`src/rtl/bdm_pkg.sv`:
```
package bdm_pkg;
    localparam int OPW        = 16;
    localparam int HW         = OPW / 2;
    localparam int RW         = 2 * OPW;
    localparam int NPP        = OPW / 2;
    localparam int NPP_H      = NPP / 2;
    localparam int TRUNC_DROP = 12;
    localparam int BIAS_POS   = OPW - 1;

    typedef logic signed [RW-1:0] word_t;
    typedef logic [NPP-1:0][RW-1:0] pp_vec_t;

    typedef struct packed {
        logic split;
        logic trunc;
        logic narrow;
    } ctrl_t;

    typedef enum logic [2:0] {
        DIG_ZERO,
        DIG_P1,
        DIG_P2,
        DIG_M1,
        DIG_M2
    } digit_e;

    function automatic digit_e booth_code(input logic [2:0] grp);
        digit_e d;
        case (grp)
            3'b001, 3'b010: d = DIG_P1;
            3'b011:         d = DIG_P2;
            3'b100:         d = DIG_M2;
            3'b101, 3'b110: d = DIG_M1;
            default:        d = DIG_ZERO;
        endcase
        return d;
    endfunction

    function automatic word_t apply_digit(input word_t m, input digit_e d);
        word_t r;
        case (d)
            DIG_P1:  r = m;
            DIG_P2:  r = m <<< 1;
            DIG_M1:  r = -m;
            DIG_M2:  r = -(m <<< 1);
            default: r = '0;
        endcase
        return r;
    endfunction

    function automatic logic fits_half(input logic [OPW-1:0] v);
        return (v[OPW-1:HW-1] == '0) || (v[OPW-1:HW-1] == '1);
    endfunction
endpackage

```
`src/rtl/bdm_ppgen.sv`:
```
module bdm_ppgen
    import bdm_pkg::*;
(
    input  logic           clk,
    input  logic           rst,
    input  logic           in_valid,
    input  logic           split_sel,
    input  logic           trunc_sel,
    input  logic [OPW-1:0] op_a,
    input  logic [OPW-1:0] op_b,
    output pp_vec_t        pp_q,
    output ctrl_t          ctl_q,
    output logic           vld_q
);
    localparam logic [RW-1:0] DROP_MASK = {{(RW-TRUNC_DROP){1'b1}}, {TRUNC_DROP{1'b0}}};

    logic [OPW:0] bx;
    ctrl_t        ctl_d;
    logic         en_lo;
    logic         en_hi;

    assign bx = {op_b, 1'b0};

    always_comb begin
        ctl_d.split  = split_sel;
        ctl_d.trunc  = trunc_sel & ~split_sel;
        ctl_d.narrow = ~split_sel & fits_half(op_a) & fits_half(op_b);
    end

    assign en_lo = in_valid;
    assign en_hi = in_valid & ~ctl_d.narrow;

    for (genvar i = 0; i < NPP; i++) begin : g_pp
        localparam bit IS_HI    = (i >= NPP_H);
        localparam bit FIRST_HI = (i == NPP_H);
        localparam int FULL_SH  = 2 * i;
        localparam int SPLIT_SH = IS_HI ? 2 * (i - NPP_H) : 2 * i;

        logic [2:0]    grp;
        word_t         mcand;
        word_t         raw;
        word_t         pp_d;
        logic [RW-1:0] pp_r;
        logic          ld;

        always_comb begin
            grp = bx[2*i+2 -: 3];
            if (split_sel && FIRST_HI) grp[0] = 1'b0;
            if (!split_sel)
                mcand = {{OPW{op_a[OPW-1]}}, op_a};
            else if (IS_HI)
                mcand = {{(RW-HW){op_a[OPW-1]}}, op_a[OPW-1:HW]};
            else
                mcand = {{(RW-HW){op_a[HW-1]}}, op_a[HW-1:0]};
            raw  = apply_digit(mcand, booth_code(grp));
            pp_d = split_sel ? (raw <<< SPLIT_SH) : (raw <<< FULL_SH);
            if (ctl_d.trunc) pp_d = pp_d & DROP_MASK;
        end

        assign ld = IS_HI ? en_hi : en_lo;

        always_ff @(posedge clk) begin
            if (rst)     pp_r <= '0;
            else if (ld) pp_r <= pp_d;
        end

        assign pp_q[i] = pp_r;
    end

    always_ff @(posedge clk) begin
        if (rst) begin
            vld_q <= 1'b0;
            ctl_q <= '0;
        end else begin
            vld_q <= in_valid;
            if (in_valid) ctl_q <= ctl_d;
        end
    end


    gate_hold_chk: assert property (@(posedge clk) disable iff (rst)
        (in_valid && ctl_d.narrow) |=> $stable(pp_q[NPP-1:NPP_H]));


    issue_chk: assert property (@(posedge clk) disable iff (rst)
        in_valid |=> vld_q);
endmodule

```
`src/rtl/bdm_reduce.sv`:
```
module bdm_reduce
    import bdm_pkg::*;
(
    input  logic    clk,
    input  logic    rst,
    input  logic    vld_in,
    input  pp_vec_t pp_in,
    input  ctrl_t   ctl_in,
    output word_t   sum_lo_q,
    output word_t   sum_hi_q,
    output ctrl_t   ctl_q,
    output logic    vld_q
);
    word_t lo;
    word_t hi;

    always_comb begin
        lo = '0;
        hi = '0;
        for (int k = 0; k < NPP_H; k++) begin
            lo = lo + pp_in[k];
            hi = hi + pp_in[k+NPP_H];
        end
    end

    always_ff @(posedge clk) begin
        if (rst) begin
            vld_q    <= 1'b0;
            sum_lo_q <= '0;
            sum_hi_q <= '0;
            ctl_q    <= '0;
        end else begin
            vld_q <= vld_in;
            if (vld_in) begin
                sum_lo_q <= lo;
                sum_hi_q <= ctl_in.narrow ? '0 : hi;
                ctl_q    <= ctl_in;
            end
        end
    end
endmodule

```
`src/rtl/bdm_finish.sv`:
```
module bdm_finish
    import bdm_pkg::*;
(
    input  logic          clk,
    input  logic          rst,
    input  logic          vld_in,
    input  word_t         sum_lo,
    input  word_t         sum_hi,
    input  ctrl_t         ctl_in,
    output logic [RW-1:0] result,
    output logic          out_valid
);
    word_t          whole;
    logic [OPW-1:0] rnd_hi;
    logic [RW-1:0]  res_d;
    logic           trunc_q;

    always_comb begin
        whole  = sum_lo + sum_hi;
        rnd_hi = whole[RW-1:OPW] + OPW'(whole[BIAS_POS]);
        if (ctl_in.split)
            res_d = {sum_hi[OPW-1:0], sum_lo[OPW-1:0]};
        else if (ctl_in.trunc)
            res_d = {rnd_hi, {OPW{1'b0}}};
        else
            res_d = whole;
    end

    always_ff @(posedge clk) begin
        if (rst) begin
            out_valid <= 1'b0;
            result    <= '0;
            trunc_q   <= 1'b0;
        end else begin
            out_valid <= vld_in;
            if (vld_in) begin
                result  <= res_d;
                trunc_q <= ctl_in.trunc;
            end
        end
    end


    trunc_low_zero_chk: assert property (@(posedge clk) disable iff (rst)
        (out_valid && trunc_q) |-> (result[OPW-1:0] == '0));


    drain_chk: assert property (@(posedge clk) disable iff (rst)
        vld_in |=> out_valid);


    idle_hold_chk: assert property (@(posedge clk) disable iff (rst)
        !vld_in |=> (!out_valid && $stable(result)));


    narrow_range_chk: assert property (@(posedge clk) disable iff (rst)
        (vld_in && ctl_in.narrow && !ctl_in.trunc) |=>
        ((result[RW-1:BIAS_POS] == '0) || (result[RW-1:BIAS_POS] == '1)));
endmodule

```
`src/rtl/booth_dual_mul.sv`:
```
module booth_dual_mul
    import bdm_pkg::*;
(
    input  logic           clk,
    input  logic           rst,
    input  logic           in_valid,
    input  logic           split_sel,
    input  logic           trunc_sel,
    input  logic [OPW-1:0] op_a,
    input  logic [OPW-1:0] op_b,
    output logic [RW-1:0]  result,
    output logic           out_valid
);
    pp_vec_t s1_pp;
    ctrl_t   s1_ctl;
    logic    s1_vld;
    word_t   s2_lo;
    word_t   s2_hi;
    ctrl_t   s2_ctl;
    logic    s2_vld;

    bdm_ppgen u_ppgen (
        .clk       (clk),
        .rst       (rst),
        .in_valid  (in_valid),
        .split_sel (split_sel),
        .trunc_sel (trunc_sel),
        .op_a      (op_a),
        .op_b      (op_b),
        .pp_q      (s1_pp),
        .ctl_q     (s1_ctl),
        .vld_q     (s1_vld)
    );

    bdm_reduce u_reduce (
        .clk      (clk),
        .rst      (rst),
        .vld_in   (s1_vld),
        .pp_in    (s1_pp),
        .ctl_in   (s1_ctl),
        .sum_lo_q (s2_lo),
        .sum_hi_q (s2_hi),
        .ctl_q    (s2_ctl),
        .vld_q    (s2_vld)
    );

    bdm_finish u_finish (
        .clk       (clk),
        .rst       (rst),
        .vld_in    (s2_vld),
        .sum_lo    (s2_lo),
        .sum_hi    (s2_hi),
        .ctl_in    (s2_ctl),
        .result    (result),
        .out_valid (out_valid)
    );
endmodule

```
`config.mk`:
```
export PLATFORM = sky130hd
export DESIGN_NAME = booth_dual_mul
export DESIGN_NICKNAME = d
export VERILOG_FILES = /design/src/rtl/bdm_pkg.sv /design/src/rtl/bdm_ppgen.sv /design/src/rtl/bdm_reduce.sv /design/src/rtl/bdm_finish.sv /design/src/rtl/booth_dual_mul.sv
export SDC_FILE = /design/constraint.sdc
export NUM_CORES = 1
export LEC_CHECK = 0
export ABC_AREA = 1
export CORE_AREA = 2 2 293 295
export CTS_CLUSTER_DIAMETER = 30
export DETAILED_ROUTE_END_ITERATION = 10
export DIE_AREA = 0 0 295 297
export DONT_BUFFER_PORTS = 1
export PLACE_DENSITY_LB_ADDON = 0.3
export RECOVER_POWER = 50
export SETUP_SLACK_MARGIN = 0.02
export SLEW_MARGIN = 20
export SYNTH_ARGS = -nofsm -noshare
export SYNTH_HDL_FRONTEND = slang
export SYNTH_SLANG_ARGS = --single-unit
```
`constraint.sdc`:
```
create_clock -name clk -period 5.79 [get_ports clk]
set_input_delay 0.2895 -clock clk [delete_from_list [all_inputs] [get_ports clk]]
set_output_delay 0.2895 -clock clk [all_outputs]
set_load 0.01 [all_outputs]
```
==> impl_metrics.yaml <==
route:
  drt_iter0_markers: 2380
  vias: 24700
  detail_route.drc_violations: 0
  wl_per_cell_um: 19.3
  ant_nets: 0
  drt_pass1_iterations: 6
  routed_wl_um: 91400
  vias_per_cell: 5.20
global_routing:
  grt_pass1_wl_um: 140000
  grt_overflow: 0
  antenna_found_initial: 0
  grt_usage_pct: 20.4
  grt_pass1_vias: 23300
  grt_max_degree: 240
logic_synthesis:
  ys_types: 58
  yosys_warnings: 0
  synth_nets: 3802
  yosysMostFrequentCell: "nand2_1"
  synth-edff-count: 0
  ys_ff_latch: 336
  synth_ff_type: "dfxtp_1"
  avgSynthCellArea_um2: 6.85
  synth.area.top_cells: "dfxtp_1 28%, nand2_1 13%, fa_1 8.9%, a21oi_1 8.2%, ha_1 5.9%"
  synthTopCellsByCount: "870 x nand2_1, 399 x a21oi_1, 336 x dfxtp_1"
  synth_top_area_share_pct: 27.7
  syn-cell-area_um2: 24300
  synthCells: 3543
  yosysSeqAreaShare_pct: 27.7
  synthArstFlopShare_pct: 0
  yosys.area.top_type: "dfxtp_1"
floorplan:
  start_util_pct: 28.7
  core-area_um2: 84500
  row_count: 107
  die_w_um: 295
  num_io_pins: 70
  die_height_um: 297
  die_area_um2: 87600
final_layout:
  drive_above_1_share_pct: 6.58
  fillerInstances: 9209
  area_delta_synth_final_pct: 18.1
  nets: 3787
  diodes: 0
  fin_area_um2: 28600
worst_hold_path:
  worstHoldPathType: "input port to flip-flop"
cts:
  clk_pin_slew_ps: 40
  cts_buffers: 88
  clk_latency_ps: 640
  root_buffer: "clkbuf_16"
  clk_path_buf_depth: 3
  cts_tree: "yes"
  htreeDepth: 3
  cts_sinks: 336
  postCtsSetupRepairBufs: 0
flow_run:
  cap_violations: 5
power_and_ir_drop:
  leakage_nw: 12.6
  power_density_nw_per_um2: 344
  vdd_drop_max_uv: 200
placed_design:
  port_buffers: 0
  place_area_um2: 25300
  dp_hpwl_um: 68400
  gp_congestion: 0.952
critical_path:
  cp-endpoint: "u_ppgen.ctl_q[1]"
  required_ps: 6100
  r2r-end: "u_finish.result[31]"
  worst-setup-path-type: "input port to flip-flop"
  cp_max_fo: 108
  r2r_slack_ps: 1690
  crit_start: "in_valid"
  start_kind: "input port"
  end_kind: "flip-flop"
  reg2reg_depth: 20
  worstPathArrival_ps: 4780
  rr_startpoint: "u_reduce.sum_lo_q[14]"
timing:
  period_needed_ps: 4470
  rsz0062_at_grt: "false"
  final.setup_skew_ps: 54.3
  finalHoldViolations: 0
  slew_headroom_pct: -159
  fmax_ghz: 0.224
  drv_slew: 290
  min_period_over_period_pct: 77.2
  tightest_slew_ps: 3880
  finalSetupViolations: 0
  setup-tns-final_ps: 0
run_status:
  outcome: "complete, but fails checks"
  violations: "max-capacitance violations, max-slew violations"
worst min path at each step:
stage | startpoint | end | slack (ps) | cells after the start
finish | split_sel | u_ppgen.g_pp[4].pp_r[12] | 30 | 3
global route | in_valid | u_ppgen.g_pp[0].pp_r[21] | 60 | 2
CTS | split_sel | u_ppgen.g_pp[4].pp_r[12] | 6 | 3
detailed placement | rst | u_finish.result[18] | 380 | 1
global placement | rst | u_finish.result[18] | 380 | 1
floorplan | u_ppgen.g_pp[4].pp_r[1] | u_ppgen.g_pp[4].pp_r[1] | 430 | 2
layout by cell type (no fill, tap or decap), types with 18 or more instances in the layout:
master / count
nand2_1: 870
a21oi_1: 399
dfxtp_1: 336
nor2_1: 322
inv_1: 277
nand3_1: 265
o21ai_0: 241
ha_1: 114
fa_1: 108
clkbuf_16: 89
o22ai_1: 77
a22oi_1: 45
nor3_1: 30
nand4_1: 30
xor2_1: 24
o21bai_1: 21
a31oi_1: 20
clkbuf_1: 19
a21o_1: 18
xnor2_1: 18
per-stage QoR:
stage	hold WS (ps)	instances	worst slack (ps)	total power, mW	utilization (%)
floorplan	429	3543	2490	3.99	-
global placement	378	4567	1870	4.60	29.9
detailed placement	384	4567	1870	4.59	29.9
CTS	6.09	4748	1800	9.91	33.9
global route	58.9	4748	769	10.3	33.9
finish	32.3	4748	1320	9.85	33.9
registers in the layout (all words and copies together), names as in the netlist:
register            count
u_ppgen.g_pp.pp_r     232
u_finish.result        32
u_reduce.sum_hi_q      32
u_reduce.sum_lo_q      32
u_ppgen.ctl_q           3
u_reduce.ctl_q          2
u_finish.out_valid      1
u_ppgen.vld_q           1
u_reduce.vld_q          1
where the power goes:
part           switching (mW)  total, mW  internal, mW
Combinational            1.38       2.04         0.658
Sequential              0.136       2.61          2.47
Clock                    1.59       5.21          3.61
metal layers:
metal  vias to the layer above  part of all wire [%]  global-route usage (%)
met3                       126                   7.3                    3.67
met5                         -                     0                       0
met1                     11700                    47                    29.6
met2                       921                    43                    30.8
li1                      12000                     -                       -
met4                         0                   2.4                    5.64
logic make-up after synthesis:
family	after synthesis	share of synthesized area, %
AOI/OAI and AO/OA	910	21.4
xor gates and xnor gates	43	1.58
buffers and inverters	446	7.06
DFF	336	27.7
adders and majority gates	222	14.8
and+or+nand+nor	1586	27.5
area by class of cell:
cell class,instances,area [um2],share of cell area [%]
inverters,307,1150,4.03
multi-input cells,2761,15800,55.2
repair buffers,34,303,1.06
clock buffers,115,2440,8.54
clock inverters,51,769,2.69
flip-flops and latches,336,6730,23.5
well taps,1144,1430,5.00
repair_timing:
item                                    4_1_cts  5_1_grt
endpoints found under the setup margin        0        0
endpoints found under the hold margin       256        0
resized for setup                             0        0
hold buffers                                 15        0
worst max-delay path, cell delays in order:
cell and delay (ps):
dlygate4sd3_1 700, buf_12 250, clkinvlp_2 300, dlygate4sd2_1 2930, a211oi_1 210
No activity file was read; power rests on OpenSTA's default activity.
